## config.mk

```make
export PLATFORM = sky130hd
export DESIGN_NAME = imadd_seq
export DESIGN_NICKNAME = d
export VERILOG_FILES = /design/src/rtl/imadd_seq.sv
export SDC_FILE = /design/constraint.sdc
export NUM_CORES = 1
export LEC_CHECK = 0
export CAP_MARGIN = 20
export CELL_PAD_IN_SITES_DETAIL_PLACEMENT = 1
export CELL_PAD_IN_SITES_GLOBAL_PLACEMENT = 1
export CORE_UTILIZATION = 27
export DETAILED_ROUTE_END_ITERATION = 6
export PLACE_DENSITY_LB_ADDON = 0.1
export SLEW_MARGIN = 5
export SYNTH_ARGS = -nofsm -noshare
export SYNTH_HDL_FRONTEND = slang
export SYNTH_SLANG_ARGS = --single-unit
```

## constraint.sdc

```tcl
create_clock -name clk -period 2.1 [get_ports clk]
set_input_delay 0.42 -clock clk [delete_from_list [all_inputs] [get_ports clk]]
set_output_delay 0.42 -clock clk [all_outputs]
set_load 0.05 [all_outputs]
```

## src/rtl/imadd_seq.sv

```systemverilog
module imadd_seq #(
  parameter int N = 8,
  parameter int AW = 6,
  parameter logic [AW-1:0] PSUM_ADDR = 6'd20,
  parameter logic [AW-1:0] CARRY_ADDR = 6'd21,
  parameter logic [AW-1:0] CIN_ADDR = 6'd22,
  localparam int BW = (N > 1) ? $clog2(N) : 1,
  localparam int CW = $clog2(2*N+2)
) (
  input  logic          clk,
  input  logic          rst_n,
  input  logic          start,
  input  logic [AW-1:0] op_a_addr,
  input  logic [AW-1:0] op_b_addr,
  input  logic [AW-1:0] res_addr,
  output logic          busy,
  output logic          done,
  output logic          ins_valid,
  output logic [3:0]    ins_code,
  output logic          ins_mode,
  output logic [2:0]    ins_shift,
  output logic          ins_bitsel,
  output logic [BW-1:0] ins_bit,
  output logic [AW-1:0] ins_dst,
  output logic [AW-1:0] ins_dst2,
  output logic [AW-1:0] ins_src0,
  output logic [AW-1:0] ins_src1,
  output logic [AW-1:0] ins_src2
);
  localparam logic [CW-1:0] LAST = CW'(2*N+1);

  logic [CW-1:0] cnt;
  logic [AW-1:0] a_q, b_q, r_q;

  always_ff @(posedge clk or negedge rst_n) begin
    if (!rst_n) begin
      busy <= 1'b0;
      done <= 1'b0;
      cnt  <= '0;
      a_q  <= '0;
      b_q  <= '0;
      r_q  <= '0;
    end else begin
      done <= busy && (cnt == LAST);
      if (!busy) begin
        if (start) begin
          busy <= 1'b1;
          cnt  <= '0;
          a_q  <= op_a_addr;
          b_q  <= op_b_addr;
          r_q  <= res_addr;
        end
      end else if (cnt == LAST) begin
        busy <= 1'b0;
      end else begin
        cnt <= cnt + 1'b1;
      end
    end
  end

  logic [CW-1:0] k, bidx;
  logic is_clr, is_x1, is_fin, is_mid, is_maj, is_cpy;

  assign k      = cnt - CW'(2);
  assign is_clr = (cnt == '0);
  assign is_x1  = (cnt == CW'(1));
  assign is_fin = (cnt == LAST);
  assign is_mid = !is_clr && !is_x1 && !is_fin;
  assign is_maj = is_mid && !k[0];
  assign is_cpy = is_mid && k[0];
  assign bidx   = (k >> 1) + CW'(is_cpy);
  assign ins_valid = busy;

  always_comb begin
    ins_code   = '0;
    ins_mode   = 1'b0;
    ins_shift  = '0;
    ins_bitsel = 1'b0;
    ins_bit    = '0;
    ins_dst    = '0;
    ins_dst2   = '0;
    ins_src0   = '0;
    ins_src1   = '0;
    ins_src2   = '0;
    if (busy) begin
      if (is_clr) begin
        ins_code = 4'b1000;
        ins_dst  = CARRY_ADDR;
        ins_dst2 = CIN_ADDR;
      end else if (is_x1) begin
        ins_code = 4'b0100;
        ins_mode = 1'b1;
        ins_dst  = PSUM_ADDR;
        ins_src0 = a_q;
        ins_src1 = b_q;
      end else if (is_fin) begin
        ins_code = 4'b0100;
        ins_mode = 1'b1;
        ins_dst  = r_q;
        ins_src0 = PSUM_ADDR;
        ins_src1 = CARRY_ADDR;
      end else if (is_maj) begin
        ins_code   = 4'b0010;
        ins_mode   = 1'b1;
        ins_shift  = 3'b001;
        ins_bitsel = 1'b1;
        ins_bit    = bidx[BW-1:0];
        ins_dst    = CARRY_ADDR;
        ins_src0   = a_q;
        ins_src1   = b_q;
        ins_src2   = CIN_ADDR;
      end else begin
        ins_mode   = 1'b1;
        ins_bitsel = 1'b1;
        ins_bit    = bidx[BW-1:0];
        ins_dst    = CIN_ADDR;
        ins_src0   = CARRY_ADDR;
      end
    end
  end

  AST_DONE_PULSE: assert property (@(posedge clk) disable iff (!rst_n) done |=> !done);
  AST_DONE_QUIET: assert property (@(posedge clk) disable iff (!rst_n) done |-> !ins_valid);
  AST_START_CLEAR: assert property (@(posedge clk) disable iff (!rst_n) $rose(busy) |-> (ins_code == 4'b1000 && !ins_mode));
  AST_MAJ_NEXT: assert property (@(posedge clk) disable iff (!rst_n) (ins_valid && ins_code == 4'b0010) |=> (ins_valid && (ins_code == 4'b0000 || ins_code == 4'b0100)));
  AST_END_XOR: assert property (@(posedge clk) disable iff (!rst_n) $fell(busy) |-> (done && $past(ins_code) == 4'b0100));
  AST_IGNORE_START: assert property (@(posedge clk) disable iff (!rst_n) (busy && start && cnt != LAST) |=> busy);
endmodule

```

Yosys cells after proc, flatten, opt, wreduce, memory -nomap -nowiden
Cells that the tools add are included.
{"block": "totals", "word_cells": 73, "regBits": 25, "out_inout_bits": 45, "input_bits": 21}
{"block": "op_classes", "mux": 47, "addsub": 3, "n_eq_ne": 3, "bitwise": 1, "reduce_logical": 13}
{"operator": "6-bit 2-to-1 mux", "n": 14}
{"operator": "5-bit 2-to-1 mux", "n": 10}
{"operator": "3-bit 2-to-1 mux", "n": 6}
{"operator": "1-bit 2-to-1 mux", "n": 13}
{"operator": "4-bit 2-to-1 mux", "n": 2}
{"operator": "5-bit by 1-bit adder with 5-bit output (second input constant)", "n": 1}
{"operator": "5-bit by 1-bit equality test with 1-bit output (second input constant)", "n": 1}
{"operator": "5-bit equality test (second input constant)", "n": 1}
{"operator": "1-bit logical AND", "n": 5}
{"operator": "5-bit zero test", "n": 1}
{"operator": "1-bit zero test", "n": 4}
{"operator": "2-bit 2-to-1 mux", "n": 2}
{"operator": "2-bit AND reduction", "n": 2}
{"operator": "4-bit by 2-bit subtractor with 4-bit output (second input constant)", "n": 1}
{"operator": "3-bit by 1-bit adder with 3-bit output", "n": 1}
{"operator": "2-bit != test (second input constant)", "n": 1}
{"operator": "2-bit nonzero test", "n": 1}
{"operator": "1-bit inverter", "n": 1}

Logic depth before layout (Yosys ltp)
{"block": "depth", "word_depth": 10, "mapped_depth": 10, "mapped_depth_nobuf": 9}

Worst setup path after synthesis
OpenSTA, ideal clock, no wires.
{"block": "synth_timing", "kind": "reg2out", "start": "register cnt[1]", "end": "output ins_bit[2]", "required_time_ns": 1.680, "path_stages_with_launch": 11, "slack_ns": -1.141, "arrival_ns": 2.821, "n_path_buf": 1, "cell_sequence": "dfrtp_1 inv_1 ha_1 nor3b_2 nand2b_1 buf_4 nor3_1 ha_1 xnor2_1 xnor2_1 nor3_1"}
{"block": "synth_via", "elab_chain_cells": 10, "elab_cells_between_ends": 15, "cone_classes": "add/sub (2); eq/ne (2); mux (4); reduce/logical (7)"}
{"element": "from (decl)", "line_no": "32", "source": "logic [CW-1:0] cnt;"}
{"element": "from (signal assigned)", "line_no": "56", "source": "cnt <= cnt + 1'b1;"}
{"element": "5-bit by 1-bit equality test with 1-bit output or 5-bit zero test (tied branches)", "line_no": "66, 65"}
{"element": "1-bit zero test", "line_no": "68", "source": "assign is_mid = !is_clr && !is_x1 && !is_fin;"}
{"element": "1-bit logical AND (2 in a row)", "line_no": "68"}
{"element": "1-bit logical AND", "line_no": "70", "source": "assign is_cpy = is_mid && k[0];"}
{"element": "3-bit by 1-bit adder with 3-bit output", "line_no": "71", "source": "assign bidx = (k >> 1) + CW'(is_cpy);"}
{"element": "3-bit 2-to-1 mux", "line_no": "96", "source": "end else if (is_fin) begin"}
{"element": "3-bit 2-to-1 mux", "line_no": "90", "source": "end else if (is_x1) begin"}
{"element": "3-bit 2-to-1 mux (*)", "line_no": "86", "source": "if (is_clr) begin"}
{"element": "3-bit 2-to-1 mux (*)", "line_no": "85", "source": "if (busy) begin"}
{"element": "to (decl)", "line_no": "23", "source": "output logic [BW-1:0] ins_bit,"}
Mark *: on every way between the ends. The rest lies on a longest branch, timed or not.

Worst setup path in the final report
Ends and elaborated chain as after synthesis.

==> summary.txt <==
Cells after synthesis: 188
Crit-path max cell delay: 410 ps
Critical setup path kind: reg -> out
Clock sink total: 25
Starting density of the core: 28.2%
Num ports: 66
DP Worst Slack: -326 ps
Synth cell types: 39
Routed Antenna Nets: 0
Setup-failing EPs final: 31
Final WS setup: -452 ps
Row cnt: 27
CP Capture Type: output port
Synth warn: 0
Critical path peak fanout: 3
Post-CTS Hold Fix Bufs: 0
Pin count of the biggest net entering global routing: 26
Post-synth top area share: 39.7%
Mapped Area: 1570 µm²
CTS tree: built
Tcrit/Tclk final: 122%
1st-iter DRT viols: 45
Main synth FF type: dfrtp_1
Routability cong.: 0.774
RSZ-0062 raised after global routing: yes
Crit start category: flop
Worst EP arrival: 2130 ps
Grt ovf: 0
Core Box Area: 5570 µm²
Initial antenna violation count: 0
Worst EP required: 1680 ps
Yosys reg bits: 25
CTS Root Buffer Type: clkbuf_8
Global-route wire length before repair: 8310 µm
# DRC: 0
Via/cell ratio: 4.56
Area grow syn2layout: 99.0%
Post-Route WL: 5440 µm
Post-synth EDFFs: 0
Maximum capacitance violations: 0
Vias in the first global route: 1725
Vias: 1573
CP delay by family, top: simple AND/OR/NAND/NOR gates
CTS Buffer Depth: 2
FMAX: 0.392 GHz
Final clock skew: 10.9 ps
Worst path cell trace: inv_2 -> ha_4 -> nor3b_4 -> nand2b_4 -> nor3_4 -> ha_4 -> xnor2_4 -> xnor2_2 -> nor3_4 -> buf_12
First-pass DRT Iterations: 4
Clk Latency, worst-skew pair: 280 ps
Violated checks: setup timing
HPWL reported at the end of detailed placement: 3910 µm
Die X: 78.4 µm
Worst hold path class: reg -> reg
Fin Hold WS: 482 ps
Die Ht: 78.4 µm
CTS clk-pin slew, worst paths: 90 ps
Number of H-tree levels: 1
DR WL/cell: 15.8 µm
Min cycle time layout: 2550 ps
Total Negative Setup Slacks: -7200 ps
Fin nets: 301
Max-slew violations: 0
Synthesized area per cell: 8.37 µm²
Antenna cells: 0
Overall routing resource usage: 17.4%
Die area: 6140 µm²
Crit path max-delay cell type: dfrtp_1
Fraction of registers with async set/reset: 100%
Seq/Total Area, Yosys: 39.7%
Layout cell share with drive strength beyond 1: 48.4%
# placed instances: 328
Critical path buffers and inverters: 2
CTS Buf Count: 3
Status: finished with violations
Final hold vios: 0
Synth area leaders: dfrtp_1 40%, nand2_1 14%, buf_4 9.1%
I/O Buffers: 56
Final Non-Filler Cells: 345
Synth area leader: dfrtp_1
[worst paths after layout]
path	start	end	slack, ps	cells past startpoint
max in group asynchronous	rst_n	cnt[0]$_DFFE_PN0P_	1290	2
hold reg to reg	r_q[2]$_DFFE_PN0P_	r_q[2]$_DFFE_PN0P_	480	2
min in group asynchronous	rst_n	busy$_DFF_PN0_	520	2
hold / removal	r_q[2]$_DFFE_PN0P_	r_q[2]$_DFFE_PN0P_	480	2
setup reg to reg	cnt[1]$_DFFE_PN0P_	cnt[4]$_DFFE_PN0P_	280	8
setup / recovery	cnt[1]$_DFFE_PN0P_	ins_bit[2]	-450	10
[final cells by class]
class	instances	area (µm²)
clock buffers	3	41.3
clock inverters	1	5.00
fillers	620	2440
inverters	9	38.8
multi-input cells	136	1090
flip-flops and latches	25	629
well taps	72	90.1
repair buffers	99	1240
[per-stage QoR]
stage / utilization [%] / instance area (µm²)
3_5_place_dp: 47.5 / 2650
4_1_cts: 51.0 / 2840
3_3_place_gp: 47.5 / 2650
5_1_grt: 56.2 / 3130
6_report: 56.2 / 3130
2_1_floorplan: - / 1750
[kinds of logic (layout without fill, tap and decap cells)]
| kind of cell | count (synthesis) | after routing | synth area share (%) |
|---|---|---|---|
| flip-flops | 25 | 25 | 39.7 |
| AO/OA/AOI/OAI | 21 | 21 | 8.67 |
| adder cells (fa/ha/maj) | 6 | 6 | 4.77 |
| other | 1 | 9 | 0.238 |
| XOR/XNOR | 2 | 2 | 1.11 |
| AND/OR/NAND/NOR | 97 | 97 | 31.0 |
| multiplexers | 1 | 1 | 0.715 |
| buffers and inverters | 35 | 112 | 13.8 |
[placed cells by master, fill, tap and decap left out, types with 3 or more instances in the layout]
cell	count
dfrtp_2	3
a21oi_4	4
buf_6	8
clkdlybuf4s50_1	21
clkbuf_8	3
conb_1	9
buf_12	26
ha_1	3
buf_4	34
inv_1	6
and4_4	6
and2_4	3
nor3_4	3
nor2_1	3
buf_8	9
nor3b_4	3
dfrtp_1	22
o21ai_0	4
ha_4	3
nand2_1	56
[Yosys cell counts (2+ instances only)]
| cell type | count |
|---|---|
| inv_1 | 8 |
| xnor2_1 | 2 |
| nand2_1 | 59 |
| and4_1 | 7 |
| o21ai_0 | 4 |
| buf_2 | 3 |
| nand3_1 | 2 |
| nor3b_1 | 2 |
| nor2b_1 | 2 |
| buf_4 | 19 |
| clkbuf_1 | 3 |
| ha_1 | 6 |
| nor2_1 | 6 |
| a31oi_1 | 2 |
| nand2b_1 | 3 |
| nor3_1 | 4 |
| and2_1 | 5 |
| o21ai_1 | 2 |
| and3_1 | 2 |
| a21oi_1 | 4 |
| dfrtp_1 | 25 |
[sequential cells by signal, summed over array words and instances (netlist names)]
signal / cells
a_q: 6
b_q: 6
busy: 1
cnt: 5
done: 1
r_q: 6
[layer usage]
metal	global-route usage, %	vias up	part of all wire, %
met5	0	-	0
met3	2.44	4	3.3
met4	3.70	0	0.53
met2	33.1	43	54
li1	-	763	-
met1	20.6	763	43
[worst min-delay path, delay by kind of cell, from the launching register on]
kind | cells | cell delay (ps)
DFF | 1 | 350
and+or+nand+nor | 2 | 100
[what timing repair did]
action / in CTS / in global routing
setup buffers: 7 / 8
resized for setup: 25 / 50
setup endpoints to repair: 33 / 33
pin swaps: 6 / 5
gates cloned: 0 / 1
Power is left out: the tool's default activity adds up to more than one toggle a clock period on the data nets, which glitch-free logic cannot reach.
